--- config.mk ---
export PLATFORM = sky130hd
export DESIGN_NAME = sec_dbg_ctl
export DESIGN_NICKNAME = d
export VERILOG_FILES = /design/src/rtl/sdc_pkg.sv /design/src/rtl/sdc_access_arbiter.sv /design/src/rtl/sdc_field_store.sv /design/src/rtl/sdc_enable_derive.sv /design/src/rtl/sec_dbg_ctl.sv
export SDC_FILE = /design/constraint.sdc
export NUM_CORES = 1
export LEC_CHECK = 0
export ABC_AREA = 1
export CAP_MARGIN = 5
export CORE_MARGIN = 1
export CORE_UTILIZATION = 36
export DETAILED_ROUTE_END_ITERATION = 8
export PLACE_DENSITY_LB_ADDON = 0.3
export SYNTH_ARGS = -nofsm -noshare
export SYNTH_HDL_FRONTEND = slang
export SYNTH_SLANG_ARGS = --single-unit
export TNS_END_PERCENT = 50
--- constraint.sdc ---
create_clock -name clk -period 2.9 [get_ports clk]
set_input_delay 0.58 -clock clk [delete_from_list [all_inputs] [get_ports clk]]
set_output_delay 0.58 -clock clk [all_outputs]
set_load 0.1 [all_outputs]
--- src/rtl/sdc_pkg.sv ---
package sdc_pkg;

  localparam int unsigned WORD_W   = 32;
  localparam int unsigned CODE_W   = 3;

  localparam int unsigned B_CYC_DIS  = 23;
  localparam int unsigned B_EXT_PMU  = 21;
  localparam int unsigned B_EXT_DBG  = 20;
  localparam int unsigned B_TRF_TRAP = 19;
  localparam int unsigned B_TRACE_EN = 18;
  localparam int unsigned B_PMU_EN   = 17;
  localparam int unsigned B_PDBG_LO  = 14;

  localparam logic [WORD_W-1:0] KEEP_MASK =
      (WORD_W'(1) << B_CYC_DIS)  | (WORD_W'(1) << B_EXT_PMU) |
      (WORD_W'(1) << B_EXT_DBG)  | (WORD_W'(1) << B_TRF_TRAP) |
      (WORD_W'(1) << B_TRACE_EN) | (WORD_W'(1) << B_PMU_EN) |
      (WORD_W'(3) << B_PDBG_LO);

  typedef enum logic [CODE_W-1:0] {
    OUT_OK       = 3'd0,
    OUT_UNDEF    = 3'd1,
    OUT_TRAP_L2  = 3'd2,
    OUT_HYP_TRAP = 3'd3,
    OUT_TRAP_L3  = 3'd4
  } outcome_e;

  function automatic logic enc_hit(input logic [3:0] cp, input logic [2:0] o1,
                                   input logic [3:0] n, input logic [3:0] m,
                                   input logic [2:0] o2);
    return (cp == 4'b1111) && (o1 == 3'b000) && (n == 4'b0001) &&
           (m == 4'b0011) && (o2 == 3'b001);
  endfunction

  function automatic logic is_trap(input logic [CODE_W-1:0] c);
    return (c == OUT_TRAP_L2) || (c == OUT_HYP_TRAP) || (c == OUT_TRAP_L3);
  endfunction

  // Reserved encoding 01 is folded onto 00 before any decision is taken.
  function automatic logic [1:0] pdbg_fold(input logic [1:0] f);
    return (f == 2'b01) ? 2'b00 : f;
  endfunction

  function automatic logic pdbg_level1(input logic [1:0] f, input logic auth);
    case (pdbg_fold(f))
      2'b10:   return 1'b0;
      2'b11:   return 1'b1;
      default: return auth;
    endcase
  endfunction

endpackage

--- src/rtl/sdc_access_arbiter.sv ---
module sdc_access_arbiter
  import sdc_pkg::*;
(
  input  logic [1:0]        cur_el,
  input  logic              is_write,
  input  logic              el2_enabled,
  input  logic              el2_is_a64,
  input  logic              el3_is_a64,
  input  logic              hyp_t1_a64,
  input  logic              hyp_t1_a32,
  input  logic              scr_ns,
  input  logic              scr_eel2,
  input  logic              wr_lock,
  output logic [CODE_W-1:0] code_o
);

  outcome_e code;

  // Named terms of the level-1 chain, listed in priority order.
  logic l1_t_a64, l1_t_a32, l1_t_sel2, l1_t_l3;
  assign l1_t_a64  = el2_enabled && el2_is_a64 && hyp_t1_a64;
  assign l1_t_a32  = el2_enabled && !el2_is_a64 && hyp_t1_a32;
  assign l1_t_sel2 = el2_is_a64 && !scr_ns && scr_eel2;
  assign l1_t_l3   = el3_is_a64 && !scr_ns;

  logic l3_locked;
  assign l3_locked = is_write && !scr_ns && wr_lock;

  always_comb begin
    code = OUT_UNDEF;
    case (cur_el)
      2'd3: code = l3_locked ? OUT_UNDEF : OUT_OK;
      2'd1: begin
        if (l1_t_a64)       code = OUT_TRAP_L2;
        else if (l1_t_a32)  code = OUT_HYP_TRAP;
        else if (l1_t_sel2) code = OUT_TRAP_L2;
        else if (l1_t_l3)   code = OUT_TRAP_L3;
        else                code = OUT_UNDEF;
      end
      default: code = OUT_UNDEF;
    endcase
  end

  assign code_o = code;

endmodule

--- src/rtl/sdc_field_store.sv ---
module sdc_field_store #(
  parameter int unsigned         W    = 32,
  parameter logic [W-1:0]        MASK = '1
) (
  input  logic         clk,
  input  logic         rst_n,
  input  logic         wr_en,
  input  logic [W-1:0] wdata,
  output logic [W-1:0] q
);

  always_ff @(posedge clk or negedge rst_n) begin
    if (!rst_n)     q <= '0;
    else if (wr_en) q <= wdata & MASK;
  end

  // contents move only on a granted write
  a_r8_hold_without_write: assert property (@(posedge clk) disable iff (!rst_n)
    !wr_en |=> $stable(q));

endmodule

--- src/rtl/sdc_enable_derive.sv ---
module sdc_enable_derive (
  input  logic       in_secure,
  input  logic       el3_present,
  input  logic       auth_dbg_en,
  input  logic       user_dbg_en,
  input  logic       f_cyc_dis,
  input  logic       f_pmu_en,
  input  logic       f_trace_en,
  input  logic [1:0] f_pdbg,
  output logic       sec_cyc_prohibit,
  output logic       sec_pmu_en,
  output logic       sec_trace_en,
  output logic       dbg_exc_el1_en,
  output logic       dbg_exc_el0_en
);
  import sdc_pkg::*;

  logic force_on;
  logic s_el1;

  assign force_on         = in_secure && !el3_present;
  assign sec_cyc_prohibit = in_secure && f_cyc_dis;
  assign sec_pmu_en       = force_on || f_pmu_en;
  assign sec_trace_en     = force_on || f_trace_en;

  assign s_el1          = pdbg_level1(f_pdbg, auth_dbg_en);
  assign dbg_exc_el1_en = in_secure ? s_el1 : 1'b1;
  assign dbg_exc_el0_en = in_secure ? (s_el1 || user_dbg_en) : 1'b1;

endmodule

--- src/rtl/sec_dbg_ctl.sv ---
module sec_dbg_ctl
  import sdc_pkg::*;
#(
  parameter int unsigned SYN_W    = 6,
  parameter int unsigned TRAP_SYN = 3
) (
  input  logic              clk,
  input  logic              rst_n,
  input  logic              req_valid,
  input  logic              req_write,
  input  logic [3:0]        req_coproc,
  input  logic [2:0]        req_opc1,
  input  logic [3:0]        req_crn,
  input  logic [3:0]        req_crm,
  input  logic [2:0]        req_opc2,
  input  logic [31:0]       req_wdata,
  input  logic [1:0]        cur_el,
  input  logic              el2_enabled,
  input  logic              el2_is_a64,
  input  logic              el3_is_a64,
  input  logic              el3_present,
  input  logic              hyp_t1_a64,
  input  logic              hyp_t1_a32,
  input  logic              scr_ns,
  input  logic              scr_eel2,
  input  logic              wr_lock,
  input  logic              auth_dbg_en,
  input  logic              user_dbg_en,
  input  logic              in_secure,
  output logic              rsp_valid,
  output logic [2:0]        rsp_code,
  output logic [SYN_W-1:0]  rsp_syndrome,
  output logic [31:0]       rsp_rdata,
  output logic              sec_cyc_prohibit,
  output logic              ext_pmu_block,
  output logic              ext_dbg_block,
  output logic              trace_filt_trap,
  output logic              sec_trace_en,
  output logic              sec_pmu_en,
  output logic              dbg_exc_el1_en,
  output logic              dbg_exc_el0_en
);

  localparam logic [SYN_W-1:0] SYN_TRAP = SYN_W'(TRAP_SYN);

  // Named internal events
  logic              ev_hit;
  logic [CODE_W-1:0] ev_code;
  logic              ev_grant;
  logic              ev_store_wr;
  logic [WORD_W-1:0] word_q;

  assign ev_hit      = req_valid && enc_hit(req_coproc, req_opc1, req_crn, req_crm, req_opc2);
  assign ev_grant    = ev_hit && (ev_code == OUT_OK);
  assign ev_store_wr = ev_grant && req_write;

  sdc_access_arbiter u_arb (
    .cur_el      (cur_el),
    .is_write    (req_write),
    .el2_enabled (el2_enabled),
    .el2_is_a64  (el2_is_a64),
    .el3_is_a64  (el3_is_a64),
    .hyp_t1_a64  (hyp_t1_a64),
    .hyp_t1_a32  (hyp_t1_a32),
    .scr_ns      (scr_ns),
    .scr_eel2    (scr_eel2),
    .wr_lock     (wr_lock),
    .code_o      (ev_code)
  );

  sdc_field_store #(.W(WORD_W), .MASK(KEEP_MASK)) u_store (
    .clk   (clk),
    .rst_n (rst_n),
    .wr_en (ev_store_wr),
    .wdata (req_wdata),
    .q     (word_q)
  );

  always_ff @(posedge clk or negedge rst_n) begin
    if (!rst_n) begin
      rsp_valid    <= 1'b0;
      rsp_code     <= OUT_OK;
      rsp_syndrome <= '0;
      rsp_rdata    <= '0;
    end else begin
      rsp_valid <= ev_hit;
      if (ev_hit) begin
        rsp_code     <= ev_code;
        rsp_syndrome <= is_trap(ev_code) ? SYN_TRAP : '0;
        rsp_rdata    <= (ev_grant && !req_write) ? word_q : '0;
      end
    end
  end

  assign ext_pmu_block   = word_q[B_EXT_PMU];
  assign ext_dbg_block   = word_q[B_EXT_DBG];
  assign trace_filt_trap = word_q[B_TRF_TRAP];

  sdc_enable_derive u_derive (
    .in_secure        (in_secure),
    .el3_present      (el3_present),
    .auth_dbg_en      (auth_dbg_en),
    .user_dbg_en      (user_dbg_en),
    .f_cyc_dis        (word_q[B_CYC_DIS]),
    .f_pmu_en         (word_q[B_PMU_EN]),
    .f_trace_en       (word_q[B_TRACE_EN]),
    .f_pdbg           (word_q[B_PDBG_LO+1:B_PDBG_LO]),
    .sec_cyc_prohibit (sec_cyc_prohibit),
    .sec_pmu_en       (sec_pmu_en),
    .sec_trace_en     (sec_trace_en),
    .dbg_exc_el1_en   (dbg_exc_el1_en),
    .dbg_exc_el0_en   (dbg_exc_el0_en)
  );

  // read data never exposes reserved bits
  a_r1_rdata_res0: assert property (@(posedge clk) disable iff (!rst_n)
    rsp_valid |-> ((rsp_rdata & ~KEEP_MASK) == '0));

  // non-matching requests are silent
  a_r3_miss_silent: assert property (@(posedge clk) disable iff (!rst_n)
    (req_valid && !ev_hit) |=> !rsp_valid);

  // lowest level is always undefined
  a_r4_el0_undef: assert property (@(posedge clk) disable iff (!rst_n)
    (ev_hit && cur_el == 2'd0) |=> (rsp_code == OUT_UNDEF));

  // traps carry the fixed syndrome
  a_r6_trap_syndrome: assert property (@(posedge clk) disable iff (!rst_n)
    (rsp_valid && rsp_code >= 3'd2) |-> (rsp_syndrome == SYN_TRAP));

  // locked secure write is refused
  a_r7_lock_write: assert property (@(posedge clk) disable iff (!rst_n)
    (ev_hit && req_write && cur_el == 2'd3 && !scr_ns && wr_lock) |=> (rsp_code == OUT_UNDEF));

  // response follows a hit by one cycle
  a_r9_rsp_timing: assert property (@(posedge clk) disable iff (!rst_n)
    ev_hit |=> rsp_valid);

  // cycle prohibit only in secure state
  a_r12_cyc_secure_only: assert property (@(posedge clk) disable iff (!rst_n)
    !in_secure |-> !sec_cyc_prohibit);

endmodule

Word-level counts from Yosys, hierarchy flattened
Index checks and enable logic that the tools add are counted.
{"block": "word_totals", "word_cells": 59, "out_inout_bits": 50, "ff_bits": 50, "mem_bits_rw": 0, "latch_bits": 0, "memories": 0, "romBits": 0}
{"block": "classes", "order_cmp": 0, "bitwise": 0, "muxes": 12, "addsub": 0, "n_div": 0, "multipliers": 0, "shifts": 0, "n_eq_ne": 12, "reduce_logical": 30}
{"op": "2-to-1 mux 24 bit", "n": 1}
{"op": "logical AND 1 bit", "n": 19}
{"op": "2-to-1 mux 3 bit", "n": 4}
{"op": "== test 2 bit (second input constant)", "n": 3}
{"op": "== test 3 x 2 -> 1 bit (second input constant)", "n": 2}
{"op": "zero test 3 bit", "n": 2}
{"op": "one-hot mux 3 bit (2 select lines)", "n": 1}
{"op": "logical OR 1 bit", "n": 5}
{"op": "== test 2 x 1 -> 1 bit (second input constant)", "n": 2}
{"op": "== test 4 x 1 -> 1 bit (second input constant)", "n": 1}
{"op": "== test 4 x 2 -> 1 bit (second input constant)", "n": 1}
{"op": "== test 4 bit (second input constant)", "n": 1}
{"op": "zero test 1 bit", "n": 4}
{"op": "2-to-1 mux 2 bit", "n": 2}
{"op": "== test 3 x 1 -> 1 bit (second input constant)", "n": 1}
{"op": "== test 3 bit (second input constant)", "n": 1}
{"op": "2-to-1 mux 1 bit", "n": 3}
{"op": "one-hot mux 1 bit (2 select lines)", "n": 1}

Longest topological paths before layout
{"block": "depth", "word_depth": 11, "depth_mapped": 11}

Modules after synthesis
From an unflattened synthesis, not the netlist that was laid out.
{"block": "hier_totals", "hier_cells": 301, "hier_area_um2": 2357.3}
{"module": "sec_dbg_ctl", "area_each_um2": 1714.1, "cells_each": 209, "instances": 1}
{"module": "sdc_field_store", "area_each_um2": 489.2, "cells_each": 59, "instances": 1}
{"module": "sdc_access_arbiter", "area_each_um2": 101.3, "cells_each": 22, "instances": 1}
{"module": "sdc_enable_derive", "area_each_um2": 52.6, "cells_each": 11, "instances": 1}

Least setup slack after synthesis
No wires, ideal clock.
{"block": "synth_path", "kind": "input-to-output", "start": "input in_secure", "end": "output sec_pmu_en", "t_required_ps": 2320, "n_path_buf": 0, "t_arrival_ps": 2711, "setup_slack_ps": -391, "stages": 2, "path_cell_list": "inv_1 > o21ai_0"}
{"block": "synth_between", "elab_chain_len": 2}
{"item": "from (decl)", "line_no": "sec_dbg_ctl.sv:29", "rtl": "input logic in_secure,"}
{"item": "logical AND 1 bit", "line_no": "sdc_enable_derive.sv:21", "rtl": "assign force_on = in_secure && !el3_present;"}
{"item": "logical OR 1 bit", "line_no": "sdc_enable_derive.sv:23", "rtl": "assign sec_pmu_en = force_on || f_pmu_en;"}
{"item": "to (decl)", "line_no": "sec_dbg_ctl.sv:39", "rtl": "output logic sec_pmu_en,"}
Every way passes these cells.

Worst setup path in the final report
{"block": "layout_path", "start": "input in_secure", "end": "output dbg_exc_el0_en"}
{"block": "layout_between", "elab_chain_len": 1}
{"item": "2-to-1 mux 1 bit", "line_no": "sdc_enable_derive.sv:28", "rtl": "assign dbg_exc_el0_en = in_secure ? (s_el1 || user_dbg_en) : 1'b1;"}
{"item": "to (decl)", "line_no": "sec_dbg_ctl.sv:41", "rtl": "output logic dbg_exc_el0_en"}
Every way passes these cells.

==> results.py <==
metrics = {
    "run_status": {
        "outcome": "completed",
    },
    "global_route": {
        "grt_pass1_vias": 1230,
        "grt_max_degree": 22,
        "grtUsageTotal_pct": 15.17,
        "grt_antenna_before_repair": 0,
        "grt_pass1_wl_um": 5092,
        "grt_remaining_overflow": 0,
    },
    "route": {
        "via_count": 1276,
        "wire_per_inst_um": 9.247,
        "vias_per_cell": 4.038,
        "drc": 0,
        "dr.pass1.iters": 4,
        "first_iter_violations": 31,
        "wl_um": 2922,
        "postRouteAntennaNets": 0,
    },
    "power": {
        "leakage_nw": 1.150,
        "power.ir.vdd_worst_v": 0.0001903,
        "p_int_w": 0.0004551,
        "power_density_nw_per_um2": 355.1,
        "seq_power_share_pct": 39.1,
        "swShare_pct": 39.18,
        "combPwrFrac_pct": 35.6,
        "clkPwrFrac_pct": 25.3,
        "switchingPower_w": 0.0002932,
    },
    "placed_design": {
        "gp_congestion": 0.6964,
        "port_buffers": 65,
        "dpl_worst_slack_ps": 506.2,
        "dp_hpwl_um": 2471,
    },
    "cts": {
        "clock_latency_ps": 250,
        "cts_setup_buffers": 0,
        "tritoncts": "yes",
        "cts_resized": 0,
        "hold_buffers": 0,
        "clockBufferDepth": 2,
        "cts_buffers": 3,
        "clock-sinks": 21,
        "clock_tree.root_cell": "clkbuf_8",
        "htreeDepth": 1,
        "clk_pin_slew_worst_paths_ps": 70,
    },
    "timing": {
        "max_freq_mhz": 426.2,
        "fin_ws_ps": 553.8,
        "fin_crit_ps": 2346,
        "post-route-period-util_pct": 80.90,
        "hold_slack_ps": 475.5,
        "setup_tns_ps": 0,
        "finClkSkew_ps": 2.099,
        "drv_slew": 0,
        "setup_viol": 0,
        "hold_viol_final": 0,
        "rsz0062_at_grt": "no",
        "worstMarginPinSlew_ps": 937.5,
        "max_slew_margin_pct": 37.30,
    },
    "floorplanning": {
        "ios": 118,
        "die_area_um2": 4329,
        "coreArea_um2": 3771,
        "die_w_um": 65.80,
        "rows": 22,
        "dieHeight_um": 65.80,
        "initial_utilization_pct": 38.85,
    },
    "yosys": {
        "seq_area_frac_synth_pct": 35.87,
        "synth_cells": 202,
        "synthTopCellsByArea": "dfrtp_1 36%, buf_4 15%, nand2_1 15%",
        "syn-cell-area_um2": 1465,
        "ys_warn_count": 0,
        "ys_top_cells_by_count": "58 x nand2_1, 40 x inv_1, 29 x buf_4",
        "synth_ff_type": "dfrtp_1",
        "avgSynthCellArea_um2": 7.253,
        "synth_edf_count": 0,
        "synth.most_common_cell": "nand2_1",
        "synth.distinct_cells": 25,
        "async_flop_share_pct": 100.0,
        "synth_top_area_cell": "dfrtp_1",
        "synth_top_area_share_pct": 35.87,
        "ys_seq_elements": 21,
    },
    "setup_path": {
        "critPathKind": "input port to primary output",
        "endpoint_kind": "primary output",
        "critical_path.startpoint_type": "input port",
        "cp_slowest_cell": "clkdlybuf4s50_1",
        "worstPathCellList": "clkdlybuf4s50_1 > o211ai_1 > or2_2 > buf_12",
        "arrival_ps": 1770,
        "crit_fanout": 3,
        "max_stage_delay_ps": 510,
        "required_ps": 2320,
    },
    "final_layout": {
        "layout-drive-gt1-share_pct": 15.30,
        "antenna_cells": 0,
        "area_delta_synth_final_pct": 43.81,
        "utilization_pct": 55.87,
        "nFillCells": 389,
        "final_nets": 337,
    },
    "worst_hold_path": {
        "hp-class": "flop to flop",
    },
    "job": {
        "maxCapViolCount": 0,
    },
}
## stage by stage
stage | total power [W] | instances | instance area [um^2]
finish | 0.0007483 | 316 | 2107
global placement | 0.0005645 | 312 | 2062
CTS | 0.0007541 | 316 | 2107
global route | 0.0007782 | 316 | 2107
floorplan | 0.0005201 | 229 | 1567
detailed placement | 0.0005654 | 312 | 2062
## cell families after synthesis
family          share of synthesized area, %
mux                                   0.6832
simple gates                           34.24
flops                                  35.87
buf+inv                                26.73
compound gates                         2.220
other cells                           0.2559
## worst max-delay path: cells and delay by family
kind / cells / cell delay [ps]
compound gates: 1 / 170
buf+inv: 2 / 680
simple gates: 1 / 340
## cell usage in the layout (no fill, tap or decap), drive strengths merged
cell type / netlist / final
nand2: 61 / 61
clkdlybuf4s50: 0 / 43
inv: 41 / 41
conb: 1 / 28
buf: 31 / 24
dfrtp: 21 / 21
nor2: 15 / 15
nand4: 10 / 10
nand3: 8 / 8
clkbuf: 1 / 4
o21ai: 3 / 3
nand3b: 2 / 2
or2: 2 / 2
a21oi: 2 / 2
nor4: 1 / 1
nor4b: 1 / 1
o211ai: 1 / 1
mux2i: 1 / 1
## per-layer routing
layer,vias to the layer above,track usage (%),wire length [um]
li1,684,-,-
met1,551,17.27,1192
met2,41,29.34,1603
met3,0,1.552,127
met4,0,4.076,0
met5,-,0,0
## cell type report
class / count / area (um^2) / share of cell area [%]
Inverter: 41 / 153.9 / 7.304
Tap cell: 48 / 60.06 / 2.850
Sequential cell: 21 / 525.5 / 24.94
Clock buffer: 4 / 45.04 / 2.138
Multi-Input combinational cell: 135 / 649.4 / 30.82
Timing Repair Buffer: 67 / 673.1 / 31.95
## flip-flops by register name (all words and copies together) (netlist names)
signal        flops
rsp_rdata         8
u_store.q         8
rsp_code          3
rsp_syndrome      1
rsp_valid         1
## final timing paths
check | start | endpoint | slack (ps) | cells past startpoint
worst min register to register | u_store.q[17] | rsp_rdata[17] | 480 | 2
max in group asynchronous | rst_n | rsp_rdata[14] | 1480 | 1
worst max register to register | rsp_syndrome[0] | rsp_syndrome[0] | 2140 | 4
worst min-delay path | u_store.q[17] | rsp_rdata[17] | 480 | 2
min in group asynchronous | rst_n | rsp_rdata[17] | 850 | 1
worst max-delay path | in_secure | dbg_exc_el0_en | 550 | 4
## power groups by stage
stage	Clock, W	Sequential [W]	Combinational [W]
final	0.000189	0.000293	0.000266
after global routing	0.000205	0.000293	0.000281
after CTS	0.000194	0.000293	0.000267
after detailed placement	0	0.000298	0.000267
after global placement	0	0.000298	0.000266
after floorplan	0	0.000299	0.000221
Power figures use the tool's default switching activity.
